===== config.mk =====
export PLATFORM = sky130hd
export DESIGN_NAME = zt_sram
export DESIGN_NICKNAME = d
export VERILOG_FILES = /design/src/rtl/zt_sram_pkg.sv /design/src/rtl/zt_sram_ctrl.sv /design/src/rtl/zt_sram_dp.sv /design/src/rtl/zt_sram.sv
export SDC_FILE = /design/constraint.sdc
export NUM_CORES = 2
export LEC_CHECK = 0
export BUFFER_PORTS_ARGS = -buffer_cell sky130_fd_sc_hd__buf_2
export CAP_MARGIN = 20
export CORE_MARGIN = 1.5
export CORE_UTILIZATION = 35
export CTS_BUF_LIST = sky130_fd_sc_hd__clkbuf_8
export CTS_CLUSTER_DIAMETER = 200
export DETAILED_ROUTE_END_ITERATION = 7
export PLACE_DENSITY_LB_ADDON = 0.05
export SYNTH_ARGS = -nofsm -noshare
export SYNTH_HDL_FRONTEND = slang
export SYNTH_SLANG_ARGS = --single-unit

===== constraint.sdc =====
create_clock -name clk -period 9.36 [get_ports clk]
set_clock_uncertainty 0.05 [all_clocks]
set_input_delay 2.808 -clock clk [delete_from_list [all_inputs] [get_ports clk]]
set_output_delay 2.808 -clock clk [all_outputs]
set_load 0.01 [all_outputs]

===== src/rtl/zt_sram_pkg.sv =====
package zt_sram_pkg;
  localparam int LANE_BITS = 8;
  localparam int LANES     = 4;
  localparam int LANE_W    = LANE_BITS + 1;
  localparam int BUS_W     = LANES * LANE_W;
  localparam int DATA_BITS = LANES * LANE_BITS;
  localparam int BURST_W   = 2;

  typedef enum logic [1:0] {
    OP_NONE  = 2'd0,
    OP_READ  = 2'd1,
    OP_WRITE = 2'd2
  } opE;

  // strobes from control to datapath for the data phase
  typedef struct packed {
    logic tick;
    logic doWrite;
    logic doRead;
  } strobeT;
endpackage


===== src/rtl/zt_sram_ctrl.sv =====
module zt_sram_ctrl
  import zt_sram_pkg::*;
#(
  parameter int ADDR_W = 6
) (
  input  logic              clk,
  input  logic              rstN,
  input  logic              clkEnN,
  input  logic              selN0,
  input  logic              selN1,
  input  logic              sel2,
  input  logic              rdWr,
  input  logic              advance,
  input  logic [ADDR_W-1:0] addr,
  output strobeT            stb,
  output logic [ADDR_W-1:0] dataAddr
);
  logic              selected;
  logic              burstOn;
  logic              burstRd;
  logic [ADDR_W-1:0] burstAddr;
  logic [ADDR_W-1:0] stepAddr;
  opE                cmdOp, s1Op, s2Op;
  logic [ADDR_W-1:0] cmdAddr, s1Addr, s2Addr;

  assign selected = !selN0 && !selN1 && sel2;
  assign stepAddr = {burstAddr[ADDR_W-1:BURST_W],
                     burstAddr[BURST_W-1:0] + BURST_W'(1)};

  // decode of the command presented this cycle
  always_comb begin
    cmdOp   = OP_NONE;
    cmdAddr = addr;
    if (!advance) begin
      if (selected) cmdOp = rdWr ? OP_READ : OP_WRITE;
    end else if (burstOn) begin
      cmdOp   = burstRd ? OP_READ : OP_WRITE;
      cmdAddr = stepAddr;
    end
  end

  always_ff @(posedge clk) begin
    if (!rstN) begin
      burstOn   <= 1'b0;
      burstRd   <= 1'b0;
      burstAddr <= '0;
      s1Op      <= OP_NONE;
      s2Op      <= OP_NONE;
      s1Addr    <= '0;
      s2Addr    <= '0;
    end else if (!clkEnN) begin
      if (!advance) begin
        burstOn <= selected;
        if (selected) begin
          burstRd   <= rdWr;
          burstAddr <= addr;
        end
      end else if (burstOn) begin
        burstAddr <= stepAddr;
      end
      s1Op   <= cmdOp;
      s1Addr <= cmdAddr;
      s2Op   <= s1Op;
      s2Addr <= s1Addr;
    end
  end

  always_comb begin
    stb.tick    = !clkEnN;
    stb.doWrite = (s2Op == OP_WRITE);
    stb.doRead  = (s2Op == OP_READ);
  end
  assign dataAddr = s2Addr;
endmodule


===== src/rtl/zt_sram_dp.sv =====
module zt_sram_dp
  import zt_sram_pkg::*;
#(
  parameter int ADDR_W = 6
) (
  input  logic              clk,
  input  logic              rstN,
  input  strobeT            stb,
  input  logic [ADDR_W-1:0] dataAddr,
  input  logic [LANES-1:0]  laneWeN,
  input  logic [BUS_W-1:0]  dIn,
  output logic [BUS_W-1:0]  dOut,
  output logic              dOe
);
  localparam int DEPTH = 1 << ADDR_W;

  wire [BUS_W-1:0] rdWord;

  for (genvar n = 0; n < LANES; n++) begin : g_lane
    logic [LANE_W-1:0] laneMem [DEPTH];
    wire  [LANE_W-1:0] wrLane = {dIn[DATA_BITS+n], dIn[n*LANE_BITS +: LANE_BITS]};
    wire  [LANE_W-1:0] rdLane = laneMem[dataAddr];

    always_ff @(posedge clk) begin
      if (stb.tick && stb.doWrite && !laneWeN[n]) laneMem[dataAddr] <= wrLane;
    end

    assign rdWord[n*LANE_BITS +: LANE_BITS] = rdLane[LANE_BITS-1:0];
    assign rdWord[DATA_BITS+n]              = rdLane[LANE_BITS];
  end

  always_ff @(posedge clk) begin
    if (!rstN) begin
      dOe  <= 1'b0;
      dOut <= '0;
    end else if (stb.tick) begin
      dOe <= stb.doRead;
      if (stb.doRead) dOut <= rdWord;
    end
  end
endmodule


===== src/rtl/zt_sram.sv =====
module zt_sram
  import zt_sram_pkg::*;
#(
  parameter int ADDR_W = 6
) (
  input  logic              clk,
  input  logic              rstN,
  input  logic              clkEnN,
  input  logic              selN0,
  input  logic              selN1,
  input  logic              sel2,
  input  logic              rdWr,
  input  logic              advance,
  input  logic [LANES-1:0]  laneWeN,
  input  logic [ADDR_W-1:0] addr,
  input  logic [BUS_W-1:0]  dIn,
  output logic [BUS_W-1:0]  dOut,
  output logic              dOe
);
  strobeT            stb;
  logic [ADDR_W-1:0] dataAddr;

  zt_sram_ctrl #(.ADDR_W(ADDR_W)) u_ctrl (
    .clk(clk), .rstN(rstN), .clkEnN(clkEnN),
    .selN0(selN0), .selN1(selN1), .sel2(sel2),
    .rdWr(rdWr), .advance(advance), .addr(addr),
    .stb(stb), .dataAddr(dataAddr)
  );

  zt_sram_dp #(.ADDR_W(ADDR_W)) u_dp (
    .clk(clk), .rstN(rstN), .stb(stb), .dataAddr(dataAddr),
    .laneWeN(laneWeN), .dIn(dIn), .dOut(dOut), .dOe(dOe)
  );
endmodule


==> summary.md <==
| Metric | Value |
|---|---|
| Crit-path max FO | 31 |
| Final Hold Vio Count | 0 |
| RR Endpoint | u_dp.dOut[2]$_SDFFE_PN0P_ |
| Layout cells sized above 1 | 18.0% |
| Via total after detailed routing | around 55k |
| VDD IR max | 154 uV |
| Post-synth EDFFs | 2,304 |
| Syn_area_per_cell | 17.2 um^2 |
| Slowest CP cell | nor2_1 |
| Max-cap viol count | 0 |
| GRT Util Overall | 27.9% |
| Synth Instances | roughly 5.3k |
| DR pass1 iterations | 6 |
| Total core area | 0.260 mm^2 |
| Tightest Pin Transition | about 1.1 ns |
| Comb power frac | between 4 and 5% |
| Row cnt | 187 |
| Largest net degree at the start of global routing | 91 |
| Worst hold path type | flip-flop to flip-flop |
| Net Switching | 5.09 mW |
| Dominant synthesized flop cell | edfxtp_1 |
| Final min period | 6.00 ns |
| Clock latency on the worst-skew pair | around 1.1 ns |
| RSZ-0062 raised after global routing | false |
| CTS sink cnt | about 2.4k |
| Most frequent cells in the layout | edfxtp_1, clkbuf_8, nor2_1 |
| R2R cell count | 10 |
| Pwr/cell area | slightly above 200 mW/mm^2 |
| Hold slack | approximately 0.42 ns |
| Final cell count without fillers | 9,405 |
| Synth-to-Final Area Change | 12.9% |
| Post-synth cell types | 67 |
| Post-synth ARST share | 0% |
| Hold_sp | u_ctrl.burstAddr[3]$_SDFFE_PN0P_ |
| Period Utilization, post-route | 64.1% |
| DR iter-0 viols | 7,158 |
| Grt total ovfl | 0 |
| I/O pin count | 91 |
| Max Freq | 167 MHz |
| Worst r2r src | u_ctrl.dataAddr[1]$_SDFFE_PN0N_ |
| Setup Fix Bufs, Post-CTS | 0 |
| Post-CTS resize count | 0 |
| First-pass GRT wire length | between 500,000 and 600,000 um |
| Ys Warns | 0 |
| Initial Util | 35.2% |
| Switching Share | between 20% and 30% |
| Post-layout net count | between 5k and 6k |
| Max Slew Vio Count | 0 |
| CP top delay family | simple AND/OR/NAND/NOR gates |
| Worst-path clk slew | 0.06 ns |
| Seq/Total Area, Yosys | 76.9% |
| Crit Path Class | input port to flip-flop |
| Vias/cell | between 5 and 6 |
| Internal Power | roughly 16 mW |
| Synth Register Bits | around 2.4k |
| DPL Wire Length | between 200,000 and 250,000 um |
| Clk buf depth | 4 |
| CTS root buf | clkbuf_8 |
| Max_slew headroom | between 20% and 30% |
| Final setup TNS | 0 ns |
| Cell Chain, Critical Path | buf_2 -> buf_4 -> nor3b_2 -> nor2b_1 -> nand2_1 -> nor2_1 |
| Flop-to-flop setup slack | 4.26 ns |
| Total CTS buffers | 425 |
| Slowest stage delay, CP | 0.89 ns |
| Critical path capture point type | flip-flop |
| Placed Instances | 8,645 |
| Number of port buffers | 90 |
| Detailed Route WL | 374,000 um |
| Static Leakage | ~32 nW |
| Syn nets | 5,367 |
| Final GP Congestion | 0.830 |
| Sequential power share | between 50% and 60% |
| Worst EP arrival | 6.68 ns |
| CP Buf/Inv Count | 2 |
| Post-synthesis cell area | 0.0915 mm^2 |
| Crit start category | input port |
| Die X | a little over 500 um |
| CTS tree | done |
| Mean routed wirelength per cell | 39.8 um |
| Final setup fails | 0 |
| Antenna viol nets, final | 0 |
| Hold path endpoint | u_ctrl.burstAddr[3]$_SDFFE_PN0P_ |
| Run status | complete, no violations |
| H-tree levels | 5 |
| Die Y | about 510 um |
| Number of remaining DRC errors | 0 |
| Clock group share of total power | 41.5% |
| Commonest non-fill, non-tap cell in the layout | edfxtp_1 |
| Required time worst endpoint | about 10 ns |
| Initial antenna violation count | 37 |
| Hold Path Stages | 2 |
| Number of global-route vias before repair | about 55k |
| Die Footprint | 0.265 mm^2 |
| # hold bufs at CTS | 0 |
worst reg2reg max path, stage by stage (launching register included):
cell	delay [ns]
dfxtp_4	0.64
buf_4	0.51
buf_4	0.69
nor2b_4	0.31
buf_12	0.44
buf_4	0.73
a22oi_1	0.33
nand3_1	0.30
o221ai_1	0.22
nor4_1	0.52
a31oi_1	0.17
flip-flops by register name, indices dropped and copies added (netlist names), 2 cells and up:
| register | flops |
|---|---|
| u_ctrl.burstAddr | 6 |
| u_ctrl.dataAddr | 6 |
| u_ctrl.s1Addr | 6 |
| u_ctrl.s1Op | 2 |
| u_ctrl.s2Op | 2 |
| u_dp.dOut | 36 |
| u_dp.g_lane.laneMem | 2304 |
power by group through the flow:
stage / sequential, mW / combinational (mW) / clock (mW)
after floorplan: 11.8 / 0.348 / 0
after global placement: 11.8 / 0.908 / 0
after detailed placement: 11.8 / 0.900 / 0
after CTS: 11.6 / 0.900 / 9.05
after global routing: 11.6 / 0.923 / 9.49
final: 11.6 / 0.900 / 8.89
kinds of logic after synthesis:
group,count (synthesis),synth area share [%]
AO/OA/AOI/OAI,1282,10.2
XOR/XNOR,1,0.00957
buffers and inverters,404,2.25
flip-flops,2365,76.9
multiplexers,544,7.29
AND/OR/NAND/NOR,717,3.36
through the flow:
step	setup slack, ns	util [%]	instance area (um^2)	power [mW]
after CTS	3.56	39.7	103000	21.6
after detailed placement	2.35	36.9	95800	12.7
after global routing	3.36	39.8	103000	22.0
after floorplan	4.45	-	91500	12.2
final	3.36	39.8	103000	21.4
after global placement	2.12	36.8	95700	12.8
synthesized netlist by cell type (10+ instances only):
cell type	number	share of area (%)
o22ai_1	134	0.92
clkbuf_1	133	0.55
nor2b_1	17	0.12
o2bb2ai_1	21	0.20
a31oi_1	50	0.34
buf_1	34	0.14
mux2_2	168	2.1
a22oi_1	280	2.3
nand3_1	29	0.16
a221oi_1	280	2.7
mux2i_1	295	3.2
a21oi_1	153	0.84
nor4_1	10	0.068
buf_4	49	0.40
a22o_1	48	0.46
nor3_1	39	0.21
a2bb2oi_1	10	0.096
a221o_1	28	0.31
and2_1	15	0.10
edfxtp_1	2304	76
and3_1	11	0.075
a21boi_0	10	0.082
dfxtp_1	61	1.3
o221ai_1	12	0.11
nor2_1	352	1.4
mux4_2	81	2.0
a211oi_1	20	0.16
buf_6	21	0.26
nand2_1	196	0.80
a222oi_1	13	0.14
buf_2	163	0.89
o21ai_0	156	0.85
cell type report:
class                   count  area [um^2]
inverters                   4         27.5
diodes                     12         30.0
well taps                3496         4370
clock inverters           302         1420
clock buffers             441         6070
repair buffers            241         1790
multi-input cells        2544        19200
flip-flops and latches   2365        70400
fillers                 23912       157000
metal layers:
metal / up-vias / routed length [um] / part of all wire [%] / track usage (%)
met5: - / 35 / 0.0093 / 0
met4: 6 / 11300 / 3.0 / 9.01
met3: 525 / 26800 / 7.2 / 5.05
met2: 2671 / 171000 / 46 / 42.9
met1: 29924 / 165000 / 44 / 39.7
li1: 22309 / - / - / -
how the worst max path moves through the flow:
stage | from | end | slack (ns) | depth (start not counted)
3_5_place_dp | clkEnN | u_dp.g_lane[2].laneMem[41][3]$_DFFE_PP_ | 2.35 | 6
2_1_floorplan | clkEnN | u_dp.g_lane[2].laneMem[58][0]$_DFFE_PP_ | 4.45 | 5
6_report | clkEnN | u_dp.g_lane[2].laneMem[49][5]$_DFFE_PP_ | 3.36 | 6
5_1_grt | clkEnN | u_dp.g_lane[2].laneMem[25][1]$_DFFE_PP_ | 3.36 | 6
3_3_place_gp | clkEnN | u_dp.g_lane[2].laneMem[25][7]$_DFFE_PP_ | 2.12 | 6
4_1_cts | clkEnN | u_dp.g_lane[2].laneMem[41][4]$_DFFE_PP_ | 3.56 | 6
Note: power is estimated with default switching activity, not from simulation.
